File: config.mk
export PLATFORM = sky130hd
export DESIGN_NAME = seg_xlate
export DESIGN_NICKNAME = d
export VERILOG_FILES = /design/src/rtl/seg_xlate_pkg.sv /design/src/rtl/seg_bank.sv /design/src/rtl/seg_lookup.sv /design/src/rtl/seg_xlate.sv
export SDC_FILE = /design/constraint.sdc
export NUM_CORES = 1
export LEC_CHECK = 0
export BUFFER_PORTS_ARGS = -buffer_cell sky130_fd_sc_hd__buf_2
export CORE_MARGIN = 4
export CORE_UTILIZATION = 45
export DETAILED_ROUTE_END_ITERATION = 6
export PLACE_DENSITY = 0.77
export SETUP_SLACK_MARGIN = 0.5
export SYNTH_ARGS = -nofsm -noshare
export SYNTH_HDL_FRONTEND = slang
export SYNTH_SLANG_ARGS = --single-unit
File: constraint.sdc
create_clock -name clk -period 2.9 [get_ports clk]
set_clock_uncertainty 0.15 [all_clocks]
set_input_delay 0.29 -clock clk [delete_from_list [all_inputs] [get_ports clk]]
set_output_delay 0.29 -clock clk [all_outputs]
set_load 0.005 [all_outputs]
File: src/rtl/seg_xlate_pkg.sv
package seg_xlate_pkg;

    typedef enum logic [1:0] {
        CAUSE_NONE   = 2'b00,
        CAUSE_BOUNDS = 2'b01,
        CAUSE_PRIV   = 2'b10,
        CAUSE_UNMAP  = 2'b11
    } cause_e;

    localparam int NUM_SLOTS = 3;

    localparam logic [1:0] SEL_CODE  = 2'b00;
    localparam logic [1:0] SEL_HEAP  = 2'b01;
    localparam logic [1:0] SEL_HOLE  = 2'b10;
    localparam logic [1:0] SEL_STACK = 2'b11;

    // storage slot for a mapped selector: code 0, heap 1, stack 2
    function automatic int sel_to_slot(logic [1:0] sel);
        return (sel == SEL_STACK) ? 2 : int'(sel);
    endfunction

endpackage

File: src/rtl/seg_bank.sv
module seg_bank
    import seg_xlate_pkg::*;
#(
    parameter int PA_W  = 20,
    parameter int OFF_W = 14,
    localparam int EW    = PA_W + OFF_W,
    localparam int SET_W = NUM_SLOTS * EW
) (
    input  logic             clk,
    input  logic             rst_n,
    input  logic             cfg_we,
    input  logic             cfg_user,
    input  logic [1:0]       cfg_sel,
    input  logic [PA_W-1:0]  cfg_base,
    input  logic [OFF_W-1:0] cfg_bound,
    input  logic             ctx_load,
    input  logic [SET_W-1:0] ctx_in,
    output logic [SET_W-1:0] set_o,
    output logic [1:0]       cfg_fault
);

    typedef struct packed {
        logic [SET_W-1:0] set;
        logic [1:0]       cfault;
    } bank_t;

    bank_t bank_d, bank_q;

    always_comb begin
        bank_d        = bank_q;
        bank_d.cfault = CAUSE_NONE;
        if (cfg_we && cfg_user) begin
            bank_d.cfault = CAUSE_PRIV;
        end
        if (ctx_load) begin
            bank_d.set = ctx_in;
        end else if (cfg_we && !cfg_user && cfg_sel != SEL_HOLE) begin
            bank_d.set[sel_to_slot(cfg_sel)*EW +: EW] = {cfg_bound, cfg_base};
        end
    end

    always_ff @(posedge clk or negedge rst_n) begin
        if (!rst_n) begin
            bank_q <= '0;
        end else begin
            bank_q <= bank_d;
        end
    end

    assign set_o     = bank_q.set;
    assign cfg_fault = bank_q.cfault;

endmodule

File: src/rtl/seg_lookup.sv
module seg_lookup
    import seg_xlate_pkg::*;
#(
    parameter int VA_W  = 16,
    parameter int PA_W  = 20,
    localparam int OFF_W = VA_W - 2,
    localparam int EW    = PA_W + OFF_W,
    localparam int SET_W = NUM_SLOTS * EW
) (
    input  logic [VA_W-1:0]  vaddr,
    input  logic             user,
    input  logic [SET_W-1:0] set_i,
    output logic [PA_W-1:0]  paddr,
    output logic [1:0]       cause
);

    logic [PA_W-1:0]  base_a  [4];
    logic [OFF_W-1:0] bound_a [4];

    for (genvar s = 0; s < 4; s++) begin : g_sel
        if (s == int'(SEL_HOLE)) begin : g_hole
            assign base_a[s]  = '0;
            assign bound_a[s] = '0;
        end else begin : g_map
            localparam int SLOT = sel_to_slot(2'(s));
            assign base_a[s]  = set_i[SLOT*EW +: PA_W];
            assign bound_a[s] = set_i[SLOT*EW + PA_W +: OFF_W];
        end
    end

    logic [1:0]       sel;
    logic [OFF_W-1:0] off;

    assign sel = vaddr[VA_W-1 -: 2];
    assign off = vaddr[OFF_W-1:0];

    always_comb begin
        paddr = '0;
        cause = CAUSE_NONE;
        if (!user) begin
            paddr = PA_W'(vaddr);
        end else if (sel == SEL_HOLE) begin
            cause = CAUSE_UNMAP;
        end else if (off > bound_a[sel]) begin
            cause = CAUSE_BOUNDS;
        end else begin
            paddr = base_a[sel] + PA_W'(off);
        end
    end

endmodule

File: src/rtl/seg_xlate.sv
module seg_xlate
    import seg_xlate_pkg::*;
#(
    parameter int VA_W = 16,
    parameter int PA_W = 20
) (
    input  logic                           clk,
    input  logic                           rst_n,
    input  logic                           req_valid,
    output logic                           req_ready,
    input  logic [VA_W-1:0]                req_vaddr,
    input  logic                           req_user,
    output logic                           rsp_valid,
    input  logic                           rsp_ready,
    output logic [PA_W-1:0]                rsp_paddr,
    output logic [1:0]                     rsp_fault,
    input  logic                           cfg_we,
    input  logic                           cfg_user,
    input  logic [1:0]                     cfg_sel,
    input  logic [PA_W-1:0]                cfg_base,
    input  logic [VA_W-3:0]                cfg_bound,
    output logic [1:0]                     cfg_fault,
    input  logic                           ctx_load,
    input  logic [3*(PA_W+VA_W-2)-1:0]     ctx_in,
    output logic [3*(PA_W+VA_W-2)-1:0]     ctx_out
);

    localparam int OFF_W = VA_W - 2;

    logic [PA_W-1:0] xl_paddr;
    logic [1:0]      xl_cause;

    seg_bank #(.PA_W(PA_W), .OFF_W(OFF_W)) u_bank (
        .clk       (clk),
        .rst_n     (rst_n),
        .cfg_we    (cfg_we),
        .cfg_user  (cfg_user),
        .cfg_sel   (cfg_sel),
        .cfg_base  (cfg_base),
        .cfg_bound (cfg_bound),
        .ctx_load  (ctx_load),
        .ctx_in    (ctx_in),
        .set_o     (ctx_out),
        .cfg_fault (cfg_fault)
    );

    seg_lookup #(.VA_W(VA_W), .PA_W(PA_W)) u_lookup (
        .vaddr (req_vaddr),
        .user  (req_user),
        .set_i (ctx_out),
        .paddr (xl_paddr),
        .cause (xl_cause)
    );

    typedef struct packed {
        logic            valid;
        logic [PA_W-1:0] paddr;
        logic [1:0]      cause;
    } rsp_t;

    rsp_t rsp_d, rsp_q;
    logic accept;

    assign req_ready = !rsp_q.valid || rsp_ready;
    assign accept    = req_valid && req_ready;

    always_comb begin
        rsp_d = rsp_q;
        if (accept) begin
            rsp_d.valid = 1'b1;
            rsp_d.paddr = xl_paddr;
            rsp_d.cause = xl_cause;
        end else if (rsp_ready) begin
            rsp_d.valid = 1'b0;
        end
    end

    always_ff @(posedge clk or negedge rst_n) begin
        if (!rst_n) begin
            rsp_q <= '0;
        end else begin
            rsp_q <= rsp_d;
        end
    end

    assign rsp_valid = rsp_q.valid;
    assign rsp_paddr = rsp_q.paddr;
    assign rsp_fault = rsp_q.cause;

endmodule

==> results.md, run 1 <==
- Status: completed
- Fillers: 1127
- Most frequent cells in the layout: buf_2 (286), dfrtp_1 (126), nand2_1 (125)
- Slew Limit Fails: 0
- Final Wtd Congestion: 0.884
- Crit-path cells: mux2_4, a22o_1, ha_2, fa_2, a21o_1, a31oi_2, o211ai_1, buf_4, buf_6, xor2_2, a31oi_1, a21oi_1
- Period utilisation layout: 0.986
- Max stage delay cell, worst path: dfrtp_1
- Fin. Hold Viols: 0
- Achievable Freq: approximately 350 MHz
- Mapped cell area: 7520 µm²
- YS warnings: 0
- Seq cells post-synth: 126
- Port Buffers: 288
- R2R Setup Slk: 40 ps
- Final #Nets: 1400
- Mean Syn Cell Area: 9.73 µm²
- Unrepaired setup endpoints after global routing: true
- Cts bufs inserted: 17
- # setup viols final: 0
- Synth cell types: 56
- Detailed Place HPWL: 19000 µm
- Avg Vias per Cell: roughly 5.5
- Max Fanout on Critical Path: 2
- Largest net degree at the start of global routing: 78
- CTS tree: done
- Pwr Density: 511 nW/µm²
- GRT Total Usage: 0.298
- Die Y: 137 µm
- Setup TNS: 0 ps
- Hold Path Class: input port to flip-flop
- Worst-Skew Late Latency: 420 ps
- Total number of vias: 7931
- Fin worst setup slack: 40.0 ps
- Syn_nets: 964
- Placed Area: 9630 µm²
- Area growth syn-to-layout: 56.1%
- Place WS: -240 ps
- Finished Cell Area: ~12000 µm²
- # H-tree levels: 4
- Die ar.: 18800 µm²
- Critical path class: flip-flop to flip-flop
- Initial antenna violation count: 1
- Register area: around 3200 µm²
- Register area share after synthesis: 0.419
- Number of global-route vias before repair: between 8000 and 9000
- Fraction of registers with async set/reset: 1.00
- Global-route wire length before repair: 43400 µm
- Final Routed Wirelength: approximately 29000 µm
- P_leak: 5.69 nW
- Initial DRC count: about 550
- Clk slew on worst S/H paths: 60 ps
- Layout cell share with drive strength beyond 1: 0.393
- Post-Synthesis Cells: 773
- EDFF count, synth: 0
- DRT antenna net count: 0
- MaxCap Viol Count: 0
- Clock tree sinks: 126
- Slew @ Worst Pin: 922 ps
- Crit start category: flip-flop
- Core area: 16500 µm²
- CTS Root Buffer Type: clkbuf_16
- Most common cell after layout, fill and taps aside: buf_2
- # IOs: 290
- Min Tclk post-route: 2860 ps
- Peak supply drop: 416 µV
- Synth Flop Type: dfrtp_1
- Biggest cell delay along the critical path: approximately 390 ps
- Rel. slew slack: 0.384
- Rows: 47
- Die Wd: 137 µm
- Area taken by multi-input logic gates: 4420 µm²
- Critical Path Sink Type: flip-flop
- Initial Util: 0.457
- DRC: 0
- Crit path required time: 3020 ps
- Max clock buf depth: 2
- WL/cell: 19.9 µm
- Total global routing overflow: 0
- Crit path DAT: 2980 ps
- DRT Pass-1 Iters: 7
## critical path: cells and delay by family (launching register included)
kind,cells,cell delay (ps)
fa+ha+maj,2,550
buf+inv,2,270
mux,1,270
flops,1,390
compound gates,6,930
xor+xnor,1,150
## cell type report
| type | count | share of cell area |
|---|---|---|
| diodes | 3 | 0.000640 |
| clock buffers | 20 | 0.0398 |
| clock inverters | 11 | 0.0119 |
| inverters | 4 | 0.00128 |
| multi-input cells | 590 | 0.377 |
| flip-flops and latches | 126 | 0.269 |
| well taps | 220 | 0.0234 |
| repair buffers | 470 | 0.278 |
## logic make-up (layout without fill, tap and decap cells)
logic type               count (synthesis)  count (layout)  share of synthesized area
AO/OA/AOI/OAI                          225             225                      0.182
AND/OR/NAND/NOR                        181             181                      0.109
multiplexers                           136             136                      0.187
flip-flops                             126             126                      0.419
buffers and inverters                   57             505                     0.0323
adder cells (fa/ha/maj)                 29              29                     0.0492
XOR/XNOR                                18              18                     0.0210
other                                    1               4                   0.000499
## worst paths after layout
path                                              startpoint                      endpoint  depth (start not counted)
min in group asynchronous                              rst_n  u_bank.set_o[95]$_DFFE_PN0P_                          2
worst max-delay path            u_bank.set_o[34]$_DFFE_PN0P_     rsp_paddr[10]$_DFFE_PN0P_                         12
max in group asynchronous                              rst_n  u_bank.set_o[12]$_DFFE_PN0P_                          3
worst min-delay path                            cfg_base[10]  u_bank.set_o[78]$_DFFE_PN0P_                          3
worst max register to register  u_bank.set_o[34]$_DFFE_PN0P_     rsp_paddr[10]$_DFFE_PN0P_                         12
worst min register to register     rsp_paddr[17]$_DFFE_PN0P_     rsp_paddr[17]$_DFFE_PN0P_                          2
## report_power, final
group | internal (mW) | switching (mW)
Combinational | 0.877 | 0.820
Clock | 1.41 | 0.791
Sequential | 1.94 | 0.162
Total | 4.23 | 1.77
## what timing repair did
item / CTS / global route
pin swaps: 16 / 15
hold buffers: 105 / 0
setup buffers: 17 / 3
endpoints found under the setup margin: 21 / 21
hold endpoints to repair: 165 / 0
gates cloned: 1 / 0
resized for setup: 27 / 27
## per-stage QoR
stage	power (mW)	hold WS, ps	instances	utilization
final	6.00	47.8	1444	0.713
after global routing	6.27	42.2	1442	0.713
after CTS	5.91	21.7	1438	0.703
after detailed placement	3.49	301	1284	0.585
after global placement	3.46	299	1284	0.585
after floorplan	2.79	-156	773	-
## per-layer routing
layer,vias up,share of wire,GRT usage
met5,-,0,0
met4,0,0.035,0.133
met3,76,0.074,0.0650
met2,393,0.49,0.510
met1,3790,0.40,0.359
li1,3672,-,-
## state kept, by name, summed over array words and instances (netlist names)
register,flops
u_bank.cfg_fault,1
rsp_valid,1
u_bank.set_o,102
rsp_paddr,20
rsp_fault,2
## Yosys cell counts, types with 11 or more instances
library cell	count	area share
a22o_1	18	0.021
clkbuf_1	34	0.017
o21ai_0	119	0.079
dfrtp_1	126	0.42
mux2i_1	102	0.14
nor2_1	12	0.0060
nand2_1	125	0.062
a31oi_1	12	0.010
a21oi_1	26	0.017
ha_1	28	0.047
a22oi_1	16	0.016
mux2_2	34	0.051
buf_2	11	0.0073
(Power assumes the default switching activity.)
==> inputs of run 2 (changes only) <==
--- a/config.mk
+++ b/config.mk
@@ -10,7 +10,6 @@
 export CORE_UTILIZATION = 45
 export DETAILED_ROUTE_END_ITERATION = 6
 export PLACE_DENSITY = 0.77
-export SETUP_SLACK_MARGIN = 0.5
 export SYNTH_ARGS = -nofsm -noshare
 export SYNTH_HDL_FRONTEND = slang
 export SYNTH_SLANG_ARGS = --single-unit
==> run 2 against run 1 <==
  * Maximum frequency decreased by 0.83%
  * Sequential share of layout area increased by 1.1 points
  * Register-to-register slack got worse by 20 ps
  * Cell area decreased by 3.9%
  * Clock-buffer cell count increased by 2
  * Final cell count decreased by 1.7%
  * Utilization decreased by 2.8 points
  * Global-route usage about the same
  * Die area unchanged
  * Critical path type unchanged
  * Largest cell class unchanged
==> results.md, run 2 (synthesis results as in run 1) <==
- Crit start category: flip-flop
- Number of global-route vias before repair: 8023 (-3.1%)
- DRC: 0 (unchanged)
- Final Routed Wirelength: 28000 µm (-2.5%)
- Max clock buf depth: 2 (unchanged)
- # setup viols final: 0 (unchanged)
- Crit path DAT: 3040 ps (+60 ps)
- Detailed Place HPWL: 19000 µm (about the same)
- Max stage delay cell, worst path: dfrtp_1
- P_leak: 5.50 nW (-3.5%)
- Slew Limit Fails: 0 (unchanged)
- Crit path required time: 3050 ps (+30 ps)
- Final Wtd Congestion: 0.899 (+1.7%)
- Internal power: 3.90 mW (-7.7%)
- Clock tree sinks: 126 (unchanged)
- Most frequent cells in the layout: buf_2 (286), dfrtp_1 (126), nand2_1 (125)
- Initial antenna violation count: 2 (+1)
- Logic pwr share: 0.275 (-0.008)
- Achievable Freq: 347 MHz (-0.83%)
- WP buf/inv: 1 (-1)
- MaxCap Viol Count: 0 (unchanged)
- R2R Setup Slk: 20 ps (-20 ps)
- # H-tree levels: 4 (unchanged)
- Die Y: 137 µm (unchanged)
- Top delay family on crit path: compound AO/OA/AOI/OAI gates
- Avg Vias per Cell: 5.50 (+0.20%)
- Sw power: 1.72 mW (-2.9%)
- Pwr Density: 499 nW/µm² (-2.4%)
- WL/cell: 19.7 µm (-0.80%)
- Area growth syn-to-layout: 49.9%
- Hold Path Class: input port to flip-flop
- DRT antenna net count: 0 (unchanged)
- Clk slew on worst S/H paths: 60 ps (about the same)
- CTS tree: done
- CTS Root Buffer Type: clkbuf_16
- Final #Nets: 1380 (-1.4%)
- Period utilisation layout: 0.994 (+0.00823)
- Die ar.: 18800 µm² (unchanged)
- Utilization after layout: 0.685 (-0.0280)
- Min Tclk post-route: 2880 ps (+23.9 ps)
- Crit-path cells: mux2_4, a22o_1, ha_2, fa_2, a21o_1, a31oi_2, o211ai_1, buf_4, a21o_4, a21oi_2, xor2_1, o21ai_1
- Total number of vias: 7815 (-1.5%)
- Global-route wire length before repair: 43000 µm (-1.0%)
- Most common cell after layout, fill and taps aside: buf_2
- Core area: 16500 µm² (unchanged)
- Largest register FFs: 102 (unchanged)
- Rel. slew slack: 0.522 (+0.138)
- Layout cell share with drive strength beyond 1: 0.371 (-0.0223)
- Slew @ Worst Pin: 717 ps (-205 ps)
- GRT Total Usage: 0.297 (-0.000490)
- Total power: 5.62 mW (-6.3%)
- Initial Util: 0.457 (unchanged)
- DRT Pass-1 Iters: 5 (-2)
- N_diodes: 0 (-3)
- Largest net degree at the start of global routing: 117 (+50%)
- Die Wd: 137 µm (unchanged)
- Total global routing overflow: 0 (unchanged)
- Biggest cell delay along the critical path: 420 ps (+30 ps)
- Unrepaired setup endpoints after global routing: true
- Flop pwr share: 0.374 (+0.023)
- Critical Path Sink Type: flip-flop
- Fin. Hold Viols: 0 (unchanged)
- Initial DRC count: 508 (-7.0%)
- Rows: 47 (unchanged)
- Peak supply drop: 467 µV (+12%)
- Clock power share: 0.351 (-0.015)
- Status: completed
- # IOs: 290 (unchanged)
- Max Fanout on Critical Path: 3 (+1)
- Cts bufs inserted: 17 (unchanged)
- Switching Share: 0.306 (+0.0105)
- Critical path class: flip-flop to flip-flop
- Worst-Skew Late Latency: 420 ps (about the same)
- Port Buffers: 288 (unchanged)
==> run 2: cell types whose count changed in the layout (fill, tap and decap cells not counted), moves of 3 or more <==
cell       change
buf_12         -6
a22oi_2        -4
diode_2        -3
a31oi_1        +3
o21ai_1        -4
a21oi_1        +3
a22oi_1        +4
clkinv_2       -3
bufinv_16      -3
buf_4          -9
o21ai_0        +6
a21oi_2        -3
==> run 2: path summary, 6_finish.rpt <==
check                                              from                      endpoint  cells past startpoint
max                        u_bank.set_o[68]$_DFFE_PN0P_     rsp_paddr[12]$_DFFE_PN0P_                     12
min                                          ctx_in[69]  u_bank.set_o[69]$_DFFE_PN0P_                      3
max reg2reg                u_bank.set_o[68]$_DFFE_PN0P_     rsp_paddr[12]$_DFFE_PN0P_                     12
min reg2reg                    rsp_paddr[4]$_DFFE_PN0P_      rsp_paddr[4]$_DFFE_PN0P_                      2
max in group asynchronous                         rst_n      rsp_paddr[6]$_DFFE_PN0P_                      3
min in group asynchronous                         rst_n  u_bank.set_o[52]$_DFFE_PN0P_                      2
==> run 2: power groups by stage <==
| stage | clock (mW) | sequential, mW | combinational [mW] |
|---|---|---|---|
| floorplan | 0 | 2.10 | 0.687 |
| finish | 1.97 | 2.10 | 1.55 |
| global placement | 0 | 2.13 | 1.32 |
| global route | 2.08 | 2.13 | 1.69 |
| CTS | 1.99 | 2.10 | 1.47 |
| detailed placement | 0 | 2.13 | 1.34 |
==> run 2: worst min-delay path: stages <==
cell and delay, ps:
buf_2 70, nand2_1 80, o21ai_0 90
==> run 2: what timing repair did <==
item                       in CTS  in global routing
setup endpoints to repair       1                 21
hold buffers                  103                  0
resized for setup               3                 24
hold endpoints to repair      154                  0
setup buffers                   1                  2
pin swaps                       4                 11
==> run 2: area by class of cell <==
cell class                 instances  area (µm²)
sequential                       126        3150
tap                              220         275
inverter                           4        15.0
fill                            1210        5190
multi-input combinational        590        4290
timing repair buffer             450        3000
clock inverter                     8        60.1
clock buffer                      22         484
==> run 2: layer usage <==
| layer | share of wire | vias up | GRT usage |
|---|---|---|---|
| li1 | - | 3620 | - |
| met1 | 0.40 | 3684 | 0.368 |
| met2 | 0.47 | 401 | 0.475 |
| met3 | 0.077 | 108 | 0.0767 |
| met4 | 0.049 | 2 | 0.160 |
| met5 | 0.00046 | - | 0 |
==> run 2: through the flow <==
stage / instance area [µm²] / setup slack (ps) / hold WS, ps / std cells / setup TNS [ps]
final: 11300 / 16.1 / 8.05 / 1420 / 0
after detailed placement: 9560 / -227 / 137 / 1284 / -3570
after floorplan: 7580 / -57.2 / -156 / 773 / -93.6
after CTS: 11100 / -1.15 / 1.57 / 1418 / -1.15
after global placement: 9560 / -207 / 131 / 1284 / -2270
after global routing: 11300 / -124 / 13.1 / 1420 / -533
==> inputs of run 3 (changes only) <==
--- a/config.mk
+++ b/config.mk
@@ -9,6 +9,7 @@
 export CORE_MARGIN = 4
 export CORE_UTILIZATION = 45
 export DETAILED_ROUTE_END_ITERATION = 6
+export GPL_TIMING_DRIVEN = 0
 export PLACE_DENSITY = 0.77
 export SYNTH_ARGS = -nofsm -noshare
 export SYNTH_HDL_FRONTEND = slang
==> run 3 against run 2 <==
  * The flow now finishes with violations (setup timing)
  * Via count up 2.5%
  * Worst setup slack worse by 100 ps
  * Sequential share of layout area about the same
  * Cell area about the same
  * Critical path depth unchanged
  * Register-to-register slack worse by 100 ps
  * Maximum frequency down 3.3%
  * Non-clock buffer count up 6
  * First-iteration DRC count up 13%
  * Critical path type unchanged
  * Critical endpoint is now rsp_paddr[18]$_DFFE_PN0P_
  * Largest cell class unchanged
  * Highest routed layer is now met4
==> results.md, run 3 (synthesis results as in run 1) <==
- Status: complete, but fails checks
- Violated checks: setup timing
- Crit path required time: 3050 ps (about the same)
- Crit-path cells: mux2_4, a22o_4, ha_4, fa_2, a21o_1, a31oi_4, o211ai_1, buf_4, a311o_2, nand4_1, xnor2_1, o21ai_1
- Initial antenna violation count: 2 (unchanged)
- Critical Path Sink Type: flip-flop
- MaxCap Viol Count: 0 (unchanged)
- Clock power share: 0.382 (+0.031)
- Fin worst setup slack: -83.8 ps (-99.9 ps)
- Peak supply drop: 394 µV (-16%)
- Total number of vias: 8008 (+2.5%)
- Crit Reg-Reg Endpoint: rsp_paddr[18]$_DFFE_PN0P_
- P_leak: 5.44 nW (-1.1%)
- Die ar.: 18800 µm² (unchanged)
- Die Y: 137 µm (unchanged)
- CTS Root Buffer Type: clkbuf_16
- Layout cell share with drive strength beyond 1: 0.350 (-0.0207)
- Utilization after layout: 0.686 (about the same)
- Final #Nets: 1386 (+0.43%)
- Initial DRC count: 574 (+13%)
- Top delay family on crit path: compound AO/OA/AOI/OAI gates
- Achievable Freq: 335 MHz (-3.3%)
- Final Wtd Congestion: 0.892 (-0.80%)
- Max clock buf depth: 2 (unchanged)
- R2R Setup Slk: -80 ps (-100 ps)
- Initial Util: 0.457 (unchanged)
- CP Capture Point: rsp_paddr[18]$_DFFE_PN0P_
- Number of global-route vias before repair: 8353 (+4.1%)
- Max Fanout on Critical Path: 3 (unchanged)
- Most common cell after layout, fill and taps aside: buf_2
- Worst-Skew Late Latency: 420 ps (about the same)
- Hold Path Class: input port to flip-flop
- Detailed Place HPWL: 21400 µm (+13%)
- Clk slew on worst S/H paths: 60 ps (about the same)
- # setup viols final: 4 (+4)
- Global-route wire length before repair: 45900 µm (+6.8%)
- WP buf/inv: 1 (unchanged)
- Core area: 16500 µm² (unchanged)
- Period utilisation layout: 1.03 (+0.0344)
- Cts bufs inserted: 17 (unchanged)
- Unrepaired setup endpoints after global routing: true
- Final Routed Wirelength: 30500 µm (+8.9%)
- WL/cell: 21.3 µm (+8.1%)
- DRC: 0 (unchanged)
- Slew @ Worst Pin: 703 ps (-13.9 ps)
- Fin. Hold Viols: 0 (unchanged)
- GRT Total Usage: 0.323 (+0.0256)
- Crit path DAT: 3140 ps (+100 ps)
- # H-tree levels: 4 (unchanged)
- Avg Vias per Cell: 5.60 (+1.8%)
- Critical path class: flip-flop to flip-flop
- Most frequent cells in the layout: buf_2 (293), dfrtp_1 (126), nand2_1 (125)
- CP startpoint: u_bank.set_o[34]$_DFFE_PN0P_
- Pwr Density: 520 nW/µm² (+4.2%)
- FF-to-FF path depth: 12 (unchanged)
- Rows: 47 (unchanged)
- Port Buffers: 284 (-1.4%)
- Biggest cell delay along the critical path: 380 ps (-40 ps)
- CTS tree: done
- Total power: 5.87 mW (+4.3%)
- Total global routing overflow: 0 (unchanged)
- Slew Limit Fails: 0 (unchanged)
- Crit start category: flip-flop
- CP Depth: 12 (unchanged)
- DRT antenna net count: 0 (unchanged)
- Largest register FFs: 102 (unchanged)
- Die Wd: 137 µm (unchanged)
- Internal power: 4.05 mW (+3.8%)
- # IOs: 290 (unchanged)
- Rel. slew slack: 0.531 (+0.00924)
- Clock tree sinks: 126 (unchanged)
- Min Tclk post-route: 2980 ps (+99.9 ps)
- Logic pwr share: 0.263 (-0.012)
- DRT Pass-1 Iters: 5 (unchanged)
- Area growth syn-to-layout: 50.1% (about the same)
- Reg-to-Reg Start: u_bank.set_o[34]$_DFFE_PN0P_
- Max stage delay cell, worst path: a311o_2
- Largest net degree at the start of global routing: 78 (-33%)
- Flop pwr share: 0.356 (-0.018)
- Switching Share: 0.309 (+0.00344)
- Sw power: 1.82 mW (+5.5%)
run 3: changes by cell type in the layout (fill, tap and decap cells not counted), moves of 4 or more:
cell,delta
buf_2,+7
o21ai_0,+4
o21ai_1,-4
buf_4,-38
clkbuf_1,+30
clkbuf_8,-4
buf_12,-5
run 3: worst min path at each step:
stage | end | cells after the start | slack, ps | startpoint
2_1_floorplan | rsp_fault[0]$_DFFE_PN0P_ | 0 | -160 | rst_n
3_3_place_gp | rsp_paddr[0]$_DFFE_PN0P_ | 2 | 310 | rsp_paddr[0]$_DFFE_PN0P_
3_5_place_dp | u_bank.set_o[85]$_DFFE_PN0P_ | 1 | 110 | rst_n
4_1_cts | u_bank.set_o[80]$_DFFE_PN0P_ | 3 | 30 | cfg_base[12]
5_1_grt | u_bank.set_o[97]$_DFFE_PN0P_ | 3 | 40 | cfg_bound[9]
6_report | u_bank.set_o[53]$_DFFE_PN0P_ | 3 | 40 | cfg_base[19]
run 3: cell type report:
type,instances,area (µm²)
diodes,2,5.00
plain buffers,53,289
clock buffers,17,425
clock inverters,15,186
fillers,1240,5180
inverters,4,15.0
multi-input cells,590,4330
flip-flops and latches,126,3150
well taps,220,275
repair buffers,403,2610
run 3: power groups by stage:
stage	combinational, mW	sequential [mW]	clock (mW)
finish	1.54	2.09	2.24
detailed placement	1.29	2.11	0
floorplan	0.687	2.10	0
global placement	1.26	2.10	0
CTS	1.45	2.08	2.25
global route	1.68	2.11	2.32
run 3: routing by layer:
metal,routed length [µm],part of all wire,GRT usage
met2,14500,0.48,0.538
met1,12100,0.40,0.399
met5,0,0,0
met3,2510,0.082,0.0679
met4,1340,0.044,0.155
run 3: worst reg2reg max path, cell delays in order (launching register included):
cell	delay, ps
dfrtp_1	370
mux2_4	270
a22o_4	230
ha_4	160
fa_2	340
a21o_1	210
a31oi_4	180
o211ai_1	120
buf_4	170
a311o_2	380
nand4_1	90
xnor2_1	120
o21ai_1	80
run 3: per-stage QoR:
stage	setup slack, ps	instances	hold slack (ps)	cell area, µm²	setup TNS (ps)
after floorplan	-57.2	773	-156	7580	-93.6
after global placement	-665	1277	307	9270	-45930
after detailed placement	-732	1278	108	9310	-13250
after CTS	-7.55	1422	33.2	11100	-7.55
after global routing	-220	1430	45.0	11300	-1120
final	-83.8	1430	44.4	11300	-273
run 3: what timing repair did:
action,CTS,global route
hold buffers,106,0
endpoints found under the hold margin,153,0
pin swaps,4,9
resized for setup,17,27
endpoints found under the setup margin,21,17
setup buffers,6,6
